## config.mk

```make
export PLATFORM = sky130hd
export DESIGN_NAME = irq_prio_ctrl
export DESIGN_NICKNAME = d
export VERILOG_FILES = /design/src/rtl/irq_prio_pkg.sv /design/src/rtl/irq_capture.sv /design/src/rtl/irq_arbiter.sv /design/src/rtl/irq_level_stack.sv /design/src/rtl/irq_prio_ctrl.sv
export SDC_FILE = /design/constraint.sdc
export NUM_CORES = 1
export LEC_CHECK = 0
export BUFFER_PORTS_ARGS = -buffer_cell sky130_fd_sc_hd__buf_4
export CAP_MARGIN = 0
export CORE_MARGIN = 8
export CORE_UTILIZATION = 50
export DETAILED_ROUTE_END_ITERATION = 10
export HOLD_SLACK_MARGIN = 0.02
export PLACE_DENSITY_LB_ADDON = 0.3
export SYNTH_ARGS = -nofsm -noshare
export SYNTH_HDL_FRONTEND = slang
export SYNTH_HIERARCHICAL = 1
export SYNTH_SLANG_ARGS = --single-unit
```

## constraint.sdc

```tcl
create_clock -name clk -period 10 [get_ports clk]
set_clock_uncertainty 0.2 [all_clocks]
set_input_delay 2 -clock clk [delete_from_list [all_inputs] [get_ports clk]]
set_output_delay 2 -clock clk [all_outputs]
set_load 0.01 [all_outputs]
```

## src/rtl/irq_prio_pkg.sv

```systemverilog
package irq_prio_pkg;
  localparam int DEF_NUM_SRC = 24;
  localparam int DEF_NUM_GRP = 6;
  localparam int DEF_LVL_W   = 2;
endpackage

```

## src/rtl/irq_capture.sv

```systemverilog
module irq_capture #(
  parameter int NUM_SRC = 24
) (
  input  logic               clk,
  input  logic               rst,
  input  logic [NUM_SRC-1:0] irq_in,
  input  logic [NUM_SRC-1:0] irq_edge,
  input  logic [NUM_SRC-1:0] src_clr,
  input  logic               nmi_in,
  input  logic               nmi_clr,
  output logic [NUM_SRC-1:0] pend,
  output logic               nmi_pend
);
  logic [NUM_SRC-1:0] prev_q;
  logic [NUM_SRC-1:0] flag_q;
  logic               nmi_prev_q;
  logic               nmi_flag_q;

  for (genvar s = 0; s < NUM_SRC; s++) begin : g_src
    always_ff @(posedge clk) begin
      if (rst) begin
        prev_q[s] <= 1'b0;
        flag_q[s] <= 1'b0;
      end else begin
        prev_q[s] <= irq_in[s];
        if (irq_edge[s] && irq_in[s] && !prev_q[s])
          flag_q[s] <= 1'b1;
        else if (src_clr[s] || !irq_edge[s])
          flag_q[s] <= 1'b0;
      end
    end
    assign pend[s] = irq_edge[s] ? flag_q[s] : irq_in[s];
  end

  always_ff @(posedge clk) begin
    if (rst) begin
      nmi_prev_q <= 1'b0;
      nmi_flag_q <= 1'b0;
    end else begin
      nmi_prev_q <= nmi_in;
      if (nmi_in && !nmi_prev_q) nmi_flag_q <= 1'b1;
      else if (nmi_clr)          nmi_flag_q <= 1'b0;
    end
  end
  assign nmi_pend = nmi_flag_q;
endmodule

```

## src/rtl/irq_arbiter.sv

```systemverilog
module irq_arbiter #(
  parameter int NUM_SRC = 24,
  parameter int NUM_GRP = 6,
  parameter int LVL_W   = 2,
  parameter int VEC_W   = 5,
  parameter int RANK_W  = 3
) (
  input  logic [NUM_SRC-1:0] pend,
  input  logic [NUM_SRC-1:0] src_en,
  input  logic               gen,
  input  logic [NUM_GRP-1:0] pri_lo,
  input  logic [NUM_GRP-1:0] pri_hi,
  input  logic [RANK_W-1:0]  top_rank,
  input  logic               nmi_pend,
  output logic               win_valid,
  output logic               win_nmi,
  output logic [VEC_W-1:0]   win_vec,
  output logic [LVL_W-1:0]   win_lvl
);
  localparam int NUM_LVL = 1 << LVL_W;
  localparam logic [RANK_W-1:0] RANK_NMI = RANK_W'(NUM_LVL + 1);

  logic [LVL_W-1:0]   src_lvl [NUM_SRC];
  logic [NUM_SRC-1:0] elig;

  for (genvar s = 0; s < NUM_SRC; s++) begin : g_lvl
    localparam int GRP = s % NUM_GRP;
    if (LVL_W == 2) begin : g_two
      assign src_lvl[s] = {pri_hi[GRP], pri_lo[GRP]};
    end else begin : g_one
      assign src_lvl[s] = LVL_W'(pri_lo[GRP]);
    end
    assign elig[s] = pend[s] && src_en[s] && gen &&
                     ((RANK_W'(src_lvl[s]) + RANK_W'(1)) > top_rank);
  end

  logic             found;
  logic             hit;
  logic [VEC_W-1:0] cand;
  logic [VEC_W-1:0] m_vec;
  logic [LVL_W-1:0] m_lvl;

  always_comb begin
    found = 1'b0;
    m_vec = '0;
    m_lvl = '0;
    for (int l = NUM_LVL - 1; l >= 0; l--) begin
      hit  = 1'b0;
      cand = '0;
      for (int s = NUM_SRC - 1; s >= 0; s--) begin
        if (elig[s] && src_lvl[s] == LVL_W'(l)) begin
          hit  = 1'b1;
          cand = VEC_W'(s);
        end
      end
      if (hit && !found) begin
        found = 1'b1;
        m_vec = cand;
        m_lvl = LVL_W'(l);
      end
    end
  end

  logic nmi_ok;
  assign nmi_ok    = nmi_pend && (top_rank < RANK_NMI);
  assign win_valid = nmi_ok || found;
  assign win_nmi   = nmi_ok;
  assign win_vec   = nmi_ok ? '0 : m_vec;
  assign win_lvl   = nmi_ok ? '1 : m_lvl;
endmodule

```

## src/rtl/irq_level_stack.sv

```systemverilog
module irq_level_stack #(
  parameter int DEPTH  = 5,
  parameter int RANK_W = 3,
  parameter int CNT_W  = 3
) (
  input  logic              clk,
  input  logic              rst,
  input  logic              push,
  input  logic [RANK_W-1:0] push_rank,
  input  logic              pop,
  output logic [RANK_W-1:0] top_rank,
  output logic [CNT_W-1:0]  cnt
);
  logic [RANK_W-1:0] stk_q [DEPTH];
  logic [CNT_W-1:0]  cnt_q;

  always_ff @(posedge clk) begin
    for (int i = 0; i < DEPTH; i++) begin
      if (push && cnt_q == CNT_W'(i)) stk_q[i] <= push_rank;
    end
  end

  always_ff @(posedge clk) begin
    if (rst)                                     cnt_q <= '0;
    else if (push && cnt_q < CNT_W'(DEPTH))      cnt_q <= cnt_q + 1'b1;
    else if (!push && pop && cnt_q != '0)        cnt_q <= cnt_q - 1'b1;
  end

  always_comb begin
    top_rank = '0;
    for (int i = 0; i < DEPTH; i++) begin
      if (cnt_q == CNT_W'(i + 1)) top_rank = stk_q[i];
    end
  end

  assign cnt = cnt_q;
endmodule

```

## src/rtl/irq_prio_ctrl.sv

```systemverilog
module irq_prio_ctrl
  import irq_prio_pkg::*;
#(
  parameter int NUM_SRC = DEF_NUM_SRC,
  parameter int NUM_GRP = DEF_NUM_GRP,
  parameter int LVL_W   = DEF_LVL_W,
  localparam int VEC_W  = $clog2(NUM_SRC)
) (
  input  logic               clk,
  input  logic               rst,
  input  logic [NUM_SRC-1:0] irq_in,
  input  logic [NUM_SRC-1:0] irq_edge,
  input  logic               nmi_in,
  input  logic [7:0]         en_b0,
  input  logic [7:0]         en_b1,
  input  logic [7:0]         en_b2,
  input  logic [7:0]         en_b3,
  input  logic               en0_wr,
  input  logic [NUM_GRP-1:0] pri_lo,
  input  logic [NUM_GRP-1:0] pri_hi,
  input  logic               ack,
  input  logic               reti,
  output logic               req_valid,
  output logic               req_nmi,
  output logic [VEC_W-1:0]   req_vec,
  output logic [LVL_W-1:0]   req_lvl
);
  localparam int STK_DEPTH = (1 << LVL_W) + 1;
  localparam int RANK_W    = $clog2(STK_DEPTH + 1);
  localparam int CNT_W     = $clog2(STK_DEPTH + 1);
  localparam int EN_W      = 31;
  localparam logic [RANK_W-1:0] RANK_NMI = RANK_W'(STK_DEPTH);

  logic [EN_W-1:0]    en_flat;
  logic [NUM_SRC-1:0] src_en;
  assign en_flat = {en_b3, en_b2, en_b1, en_b0[6:0]};
  assign src_en  = en_flat[NUM_SRC-1:0];
  if (NUM_SRC < EN_W) begin : g_spare
    logic unused_en;
    assign unused_en = ^en_flat[EN_W-1:NUM_SRC];
  end

  logic               ga_q;
  logic               take;
  logic [NUM_SRC-1:0] src_clr;
  logic               nmi_clr;
  logic [NUM_SRC-1:0] pend;
  logic               nmi_pend;
  logic [RANK_W-1:0]  top_rank;
  logic [RANK_W-1:0]  push_rank;
  logic [CNT_W-1:0]   stk_cnt;
  logic               win_valid;
  logic               win_nmi;
  logic [VEC_W-1:0]   win_vec;
  logic [LVL_W-1:0]   win_lvl;

  assign take    = ack && req_valid;
  assign nmi_clr = take && req_nmi;
  for (genvar s = 0; s < NUM_SRC; s++) begin : g_clr
    assign src_clr[s] = take && !req_nmi && (req_vec == VEC_W'(s));
  end
  assign push_rank = req_nmi ? RANK_NMI : (RANK_W'(req_lvl) + RANK_W'(1));

  irq_capture #(.NUM_SRC(NUM_SRC)) u_cap (
    .clk(clk), .rst(rst), .irq_in(irq_in), .irq_edge(irq_edge),
    .src_clr(src_clr), .nmi_in(nmi_in), .nmi_clr(nmi_clr),
    .pend(pend), .nmi_pend(nmi_pend)
  );

  irq_level_stack #(.DEPTH(STK_DEPTH), .RANK_W(RANK_W), .CNT_W(CNT_W)) u_stack (
    .clk(clk), .rst(rst), .push(take), .push_rank(push_rank), .pop(reti),
    .top_rank(top_rank), .cnt(stk_cnt)
  );

  irq_arbiter #(
    .NUM_SRC(NUM_SRC), .NUM_GRP(NUM_GRP), .LVL_W(LVL_W),
    .VEC_W(VEC_W), .RANK_W(RANK_W)
  ) u_arb (
    .pend(pend), .src_en(src_en), .gen(ga_q), .pri_lo(pri_lo), .pri_hi(pri_hi),
    .top_rank(top_rank), .nmi_pend(nmi_pend),
    .win_valid(win_valid), .win_nmi(win_nmi), .win_vec(win_vec), .win_lvl(win_lvl)
  );

  always_ff @(posedge clk) begin
    if (rst)         ga_q <= 1'b0;
    else if (take)   ga_q <= 1'b0;
    else if (reti)   ga_q <= 1'b1;
    else if (en0_wr) ga_q <= en_b0[7];
  end

  always_ff @(posedge clk) begin
    if (rst) begin
      req_valid <= 1'b0;
      req_nmi   <= 1'b0;
      req_vec   <= '0;
      req_lvl   <= '0;
    end else if (take) begin
      req_valid <= 1'b0;
    end else if (!req_valid) begin
      req_valid <= win_valid;
      req_nmi   <= win_nmi;
      req_vec   <= win_vec;
      req_lvl   <= win_lvl;
    end
  end
endmodule

```

# Word-level counts from Yosys, hierarchy flattened
# Memories as Yosys holds them, arrays and structs flattened.
# Cells that the tools add are included.
# classes
addsub,9
magnitude_cmp,8
eq_ne,46
mux,313
bitwise_logic,2
reduce_logical,377
# ops
operator,n
$mux W5,101
$logic_and A1 B1 Y1,256
$mux W1,191
$logic_not A1 Y1,54
$reduce_bool A2 Y1,27
$mux W3,16
$eq A5 B4 Y1 const B,8
$eq A5 B5 Y1 const B,8
$logic_or A1 B1 Y1,25
$eq A2 B2 Y1 const B,12
$add A2 B1 Y3 const B,7
$eq A5 B3 Y1 const B,4
$gt A3 B3 Y1,6
$eq A2 B1 Y1 const B,6
$logic_not A2 Y1,6
$reduce_or A3 Y1,4
$eq A5 B2 Y1 const B,2
$mux W2,5
$eq A3 B2 Y1 const B,2
$eq A3 B3 Y1 const B,2
$lt A3 B3 Y1 const B,2
$eq A5 B1 Y1 const B,1
$logic_not A5 Y1,1
$add A3 B1 Y3 const B,1
7 further kinds,8
# word_totals
register_bits,63
ram_bits,15
inputBits,98
memories,1
# mem_list
memory,depth,word_bits,read_ports,rd_clocked_by_memory_dff,write_ports,line,rtl
u_stack.stk_q,5,3,5,0,1,irq_level_stack.sv:14,logic [RANK_W-1:0] stk_q [DEPTH];

# Longest topological paths before layout
# depth
word_depth,45
mapped_depth,22
mapped_depth_nobuf,19

# Modules after synthesis
# The synthesis kept the hierarchy.
# modules_own_cells
module,instances,cells_per_inst,area_each_um2
irq_arbiter,1,471,3198.1
irq_capture,1,203,2137.0
irq_level_stack,1,80,910.9
irq_prio_ctrl,1,81,694.4

# Worst setup path after synthesis
# OpenSTA, ideal clock, no wires.
# synth_path
kind,input to register
startpoint,input port pri_lo[3]
endpoint,register req_vec[0]
setup_ns,0.128
arrival_ns,4.851
required_ns,9.672
slack_ns,4.822
stages,15
n_path_buf,1
path_cell_list,inv_1 > ha_1 > ha_1 > and3b_4 > o21ai_4 > buf_2 > nor3_1 > a311o_1 > nor4_1 > and3_1 > nor2_1 > and4_1 > a311o_1 > mux2i_1 > nor2_1
# synth_via
elab_chain_len,37
word_cells_on_any_way,216
classes_between,1 x add/sub; 1 x order compare; 3 x eq/ne; 184 x mux; 27 x reduce/logical
# synth_lines
element,line,rtl
"start, declared",irq_prio_ctrl.sv:19,"input logic [NUM_GRP-1:0] pri_lo,"
$add A2 B1 Y3,irq_arbiter.sv:34,((RANK_W'(src_lvl[s]) + RANK_W'(1)) > top_rank);
$gt A3 B3 Y1,irq_arbiter.sv:34,
$logic_and A1 B1 Y1,irq_arbiter.sv:33,assign elig[s] = pend[s] && src_en[s] && gen &&
$logic_and A1 B1 Y1,irq_arbiter.sv:51,if (elig[s] && src_lvl[s] == LVL_W'(l)) begin
$mux W1 (22 in a row),irq_arbiter.sv:51,
$mux W1,irq_arbiter.sv:56,if (hit && !found) begin
$logic_not A1 Y1,irq_arbiter.sv:56,
$logic_and A1 B1 Y1,irq_arbiter.sv:56,
$mux W1,irq_arbiter.sv:56,
$logic_not A1 Y1,irq_arbiter.sv:56,
$logic_and A1 B1 Y1,irq_arbiter.sv:56,
$mux W1,irq_arbiter.sv:56,
$logic_not A1 Y1,irq_arbiter.sv:56,
$logic_and A1 B1 Y1,irq_arbiter.sv:56,
$mux W5 *,irq_arbiter.sv:56,
$mux W5 *,irq_arbiter.sv:68,assign win_vec = nmi_ok ? '0 : m_vec;
via win_vec[0],irq_prio_ctrl.sv:54,logic [VEC_W-1:0] win_vec;
"end signal, assigned",irq_prio_ctrl.sv:102,req_vec <= win_vec;
"end, declared",irq_prio_ctrl.sv:25,"output logic [VEC_W-1:0] req_vec,"
# Mark *: on every way through the listed nets, which the timed path passes. The rest lies on a longest branch.
# A chain may end at the register's enable or synchronous reset.

# Worst setup path after layout
# layout_path
startpoint,"register u_stack.cnt_q[0], in the netlist u_stack/cnt[0]"
endpoint,register req_vec[1]
# layout_via
elab_chain_len,44
word_cells_on_any_way,344
classes_between,7 x order compare; 5 x eq/ne; 205 x mux; 127 x reduce/logical
# layout_lines
element,line,rtl
"start, declared",irq_level_stack.sv:15,logic [CNT_W-1:0] cnt_q;
"start signal, assigned",irq_level_stack.sv:25,else if (push && cnt_q < CNT_W'(DEPTH)) cnt_q <= cnt_q + 1'b1;
"start signal, assigned",irq_level_stack.sv:26,else if (!push && pop && cnt_q != '0) cnt_q <= cnt_q - 1'b1;
$eq A3 B1 Y1,irq_level_stack.sv:32,if (cnt_q == CNT_W'(i + 1)) top_rank = stk_q[i];
$mux W3 (4 in a row),irq_level_stack.sv:32,
$mux W3 *,irq_level_stack.sv:32,
via top_rank[2],irq_prio_ctrl.sv:49,logic [RANK_W-1:0] top_rank;
$gt A3 B3 Y1,irq_arbiter.sv:34,
$logic_and A1 B1 Y1,irq_arbiter.sv:33,
$logic_and A1 B1 Y1,irq_arbiter.sv:51,
$mux W1 (24 in a row),irq_arbiter.sv:51,
[... 4 more ...],--,
$logic_not A1 Y1,irq_arbiter.sv:56,
$logic_and A1 B1 Y1,irq_arbiter.sv:56,
$mux W1,irq_arbiter.sv:56,
$logic_not A1 Y1,irq_arbiter.sv:56,
$logic_and A1 B1 Y1,irq_arbiter.sv:56,
$mux W5,irq_arbiter.sv:56,
$mux W5 *,irq_arbiter.sv:68,
via win_vec[1],irq_prio_ctrl.sv:54,
# Marks and branches as above.

==> impl_results.md <==
* Run status: finished clean
* Async S/R FF share, synth at 0
* Dominant cell type by area after synthesis: dfxtp_1
* Syn avg cell area at 8.31 um2
* Setup crit end kind: register
* VDD IR max at 0.000296 V
* CP startpoint kind: register
* Post-CTS setup buffers at 0
* Pin count of the biggest net entering global routing at 65
* Slew Limit Headroom at 0.436
* Critical path's slowest cell: o21ai_1
* Clock buffer count from CTS at 9
* Final Hold Viols at 0
* Routed via count at 6897
* Final min period at 5.89 ns
* Total clock sinks at 78
* Layout cells sized above 1 at 0.212
* HP Start: u_cap/nmi_pend
* Max Clock Freq at 0.170 GHz
* CP bufs+invs at 2
* Hold Path End: u_cap/nmi_pend
* Critical path class: reg -> reg
* Post-Route WL at 22.8 mm
* Total track usage at 0.244
* Hpwl dp at 18.4 mm
* Slew Viols, Final at 0
* Final number of setup-violating endpoints at 0
* Crit path DAT at 5.96 ns
* WHS Path Cells at 2
* Syn. warnings at 6
* GP Congestion at 1.03
* RR Endpoint: req_vec[1]
* Clk Latency, worst-skew pair at 0.34 ns
* Syn nets at 982
* I/O Buffers at 99
* Cell variety after synth at 91
* # diodes at 0
* Final Net Count at 1071
* FF+latch count, synth at 78
* DR DRC count at 0
* Die Footprint at 0.0179 mm2
* Die W at 134 um
* R2R depth at 19
* Top-level port count at 107
* WHS at 0.283 ns
* Worst Tran Pin Value at 0.840 ns
* # H-tree levels at 3
* Max Cap Viol at 0
* Crit Path Max Fanout at 11
* Initial antenna violation count at 0
* WP data required at 10.07 ns
* Synth area leaders: dfxtp_1 (18%), ha_1 (8.8%), nand2b_1 (7.7%)
* Final core occ at 0.588
* Fin crit share at 0.589
* Max incr delay on CP at 0.64 ns
* Sequential share of the synthesized area at 0.247
* Reg2reg setup slack at 4.11 ns
* Initial DRT Pass Iterations at 6
* First-pass GRT wire length at 34.8 mm
* Leakage Power at 3.18 nW
* Hold Buf Count CTS at 0
* Post-synthesis cell count at 835
* Setup TNS at 0 ns
* R2R Path Start: u_stack/cnt[0]
* Layout overhead on the synthesized area at 16.1%
* Placeable Area at 0.0137 mm2
* Yosys top cell area share at 0.182
* Drt initial violations at 749
* EDFF count, synth at 15
* Grt total ovfl at 0
* Die Y-Extent at 134 um
* Worst Hold Class: reg -> reg
* Top FF cell, synth: dfxtp_1
* Row count at 43
* CTS tree: built
* Root Driver: clkbuf_16
* Initial core utilization at 0.506
* Max clock buf depth at 2
* Routed wire per std cell at 20.5 um
* Vias/cell at 6.22
* Vias in the first global route at 6542
* RSZ-0062 raised after global routing: false
* Top Family by Delay on Critical Path: compound AO/OA/AOI/OAI gates
* Antenna Nets Post-Route at 0
* CP cell instances: inv_1 -> ha_1 -> nand3b_1 -> a21oi_1 -> a21oi_1 -> o22ai_1 -> inv_1 -> ha_1 -> a21o_1 -> o21ai_1 -> nor3_1 -> or4_1 -> and4bb_2 -> nand2b_1 -> nor3b_1 -> a32oi_1 -> o211ai_1 -> mux2i_1 -> nor2_1
* Clk slew on worst S/H paths at 0.06 ns
* Post_cts resized at 0
* Pwr dens at 196 mW/mm2
* Synthesized area at 0.00694 mm2
## worst min-delay path: cells and delay by family, from the launching register on
family | cells | cell delay [ns]
simple gates | 1 | 0.07
compound gates | 1 | 0.05
flops | 1 | 0.32
## area by class of cell
| class | count | area, um2 |
|---|---|---|
| Clock buffer | 9 | 225 |
| Clock inverter | 7 | 56.3 |
| Fill cell | 1271 | 5660 |
| Inverter | 26 | 97.6 |
| Multi-Input combinational cell | 707 | 4980 |
| Sequential cell | 78 | 1710 |
| Tap cell | 180 | 225 |
| Timing Repair Buffer | 102 | 766 |
## metrics by stage
stage                     area (um2)  worst slack [ns]  total power [mW]  instances
final                           8060              4.11              1.58       1109
after global routing            8060              3.85              1.68       1109
after global placement          7780              3.94              1.24       1093
after CTS                       8060              4.23              1.57       1109
after floorplan                 6940              4.82              1.02        835
after detailed placement        7780              3.90              1.26       1093
## sequential cells by signal, summed over array words and instances, names as in the netlist, 2 cells and up
| register | cells |
|---|---|
| u_cap/flag_q | 24 |
| req_vec | 5 |
| u_cap/prev_q | 24 |
| u_stack/stk_q | 15 |
| u_stack/cnt | 3 |
| req_lvl | 2 |
## cell usage in the layout (no fill, tap or decap), drive strengths merged, types with 5 or more instances in the layout
cell,count
a211o,10
a211oi,15
a21boi,7
a21o,6
a21oi,59
a31oi,14
a32oi,6
and2,11
and3,18
buf,102
clkbuf,9
dfxtp,63
edfxtp,15
ha,49
inv,29
mux2,25
mux2i,9
nand2,60
nand2b,87
nand3,26
nand3b,9
nor2,38
nor2b,30
nor3,55
nor4,9
o211a,5
o211ai,14
o21ai,30
o22ai,15
or3,20
## worst max path at each step
stage | from | end | slack [ns] | depth (start not counted)
after floorplan | pri_lo[3] | req_vec[0] | 4.82 | 15
after global placement | pri_lo[5] | req_vec[2] | 3.94 | 15
after detailed placement | pri_lo[5] | req_vec[1] | 3.90 | 15
after CTS | pri_lo[5] | req_vec[1] | 4.23 | 15
after global routing | u_stack/cnt[2] | req_vec[1] | 3.85 | 18
final | u_stack/cnt[0] | req_vec[1] | 4.11 | 19
## report_power, final
part / internal (mW) / leakage (nW) / switching, mW
combinational: 0.312 / 2.39 / 0.559
clock: 0.171 / 0.137 / 0.138
sequential: 0.361 / 0.656 / 0.0421
total: 0.845 / 3.18 / 0.738
## cell families (layout without fill, tap and decap cells)
kind of cell,Yosys count,after routing,share of synthesized area
muxes,34,34,0.0535
and+or+nand+nor,399,399,0.338
AOI/OAI and AO/OA,224,224,0.236
xor gates and xnor gates,1,1,0.00126
adders and majority gates,49,49,0.0883
buffers and inverters,50,144,0.0361
DFF,78,78,0.247
## per-layer routing
layer  wire length (um)  global-route usage  part of all wire  vias to the layer above
met3               1780              0.0348             0.078                       41
met4                716              0.0917             0.031                        0
li1                   -                   -                 -                     3323
met1              10100               0.329              0.45                     3208
met5                  0                   0                 0                        -
met2              10100               0.388              0.44                      325
## synth_stat cells, types with 4 or more instances
cell	n
a31oi_1	14
o31ai_1	4
o22ai_1	15
nor2b_1	30
buf_2	12
or3_1	19
mux2_2	24
a211o_1	10
a22o_1	4
and3_1	18
a211oi_1	13
nand3b_1	9
buf_6	5
o211a_1	4
o221ai_1	4
and2_1	11
nor4_1	5
nor2_1	38
nand3_1	25
a21oi_2	25
a21oi_1	34
a32oi_1	6
a21boi_0	4
inv_1	23
o21ai_1	5
ha_1	49
a21o_1	6
nand2_1	59
mux2i_1	9
o21ai_0	24
dfxtp_1	63
edfxtp_1	15
o211ai_1	11
nand2b_1	85
and4_1	4
o32ai_1	4
nor3_1	55
No activity file was read; power rests on OpenSTA's default activity.
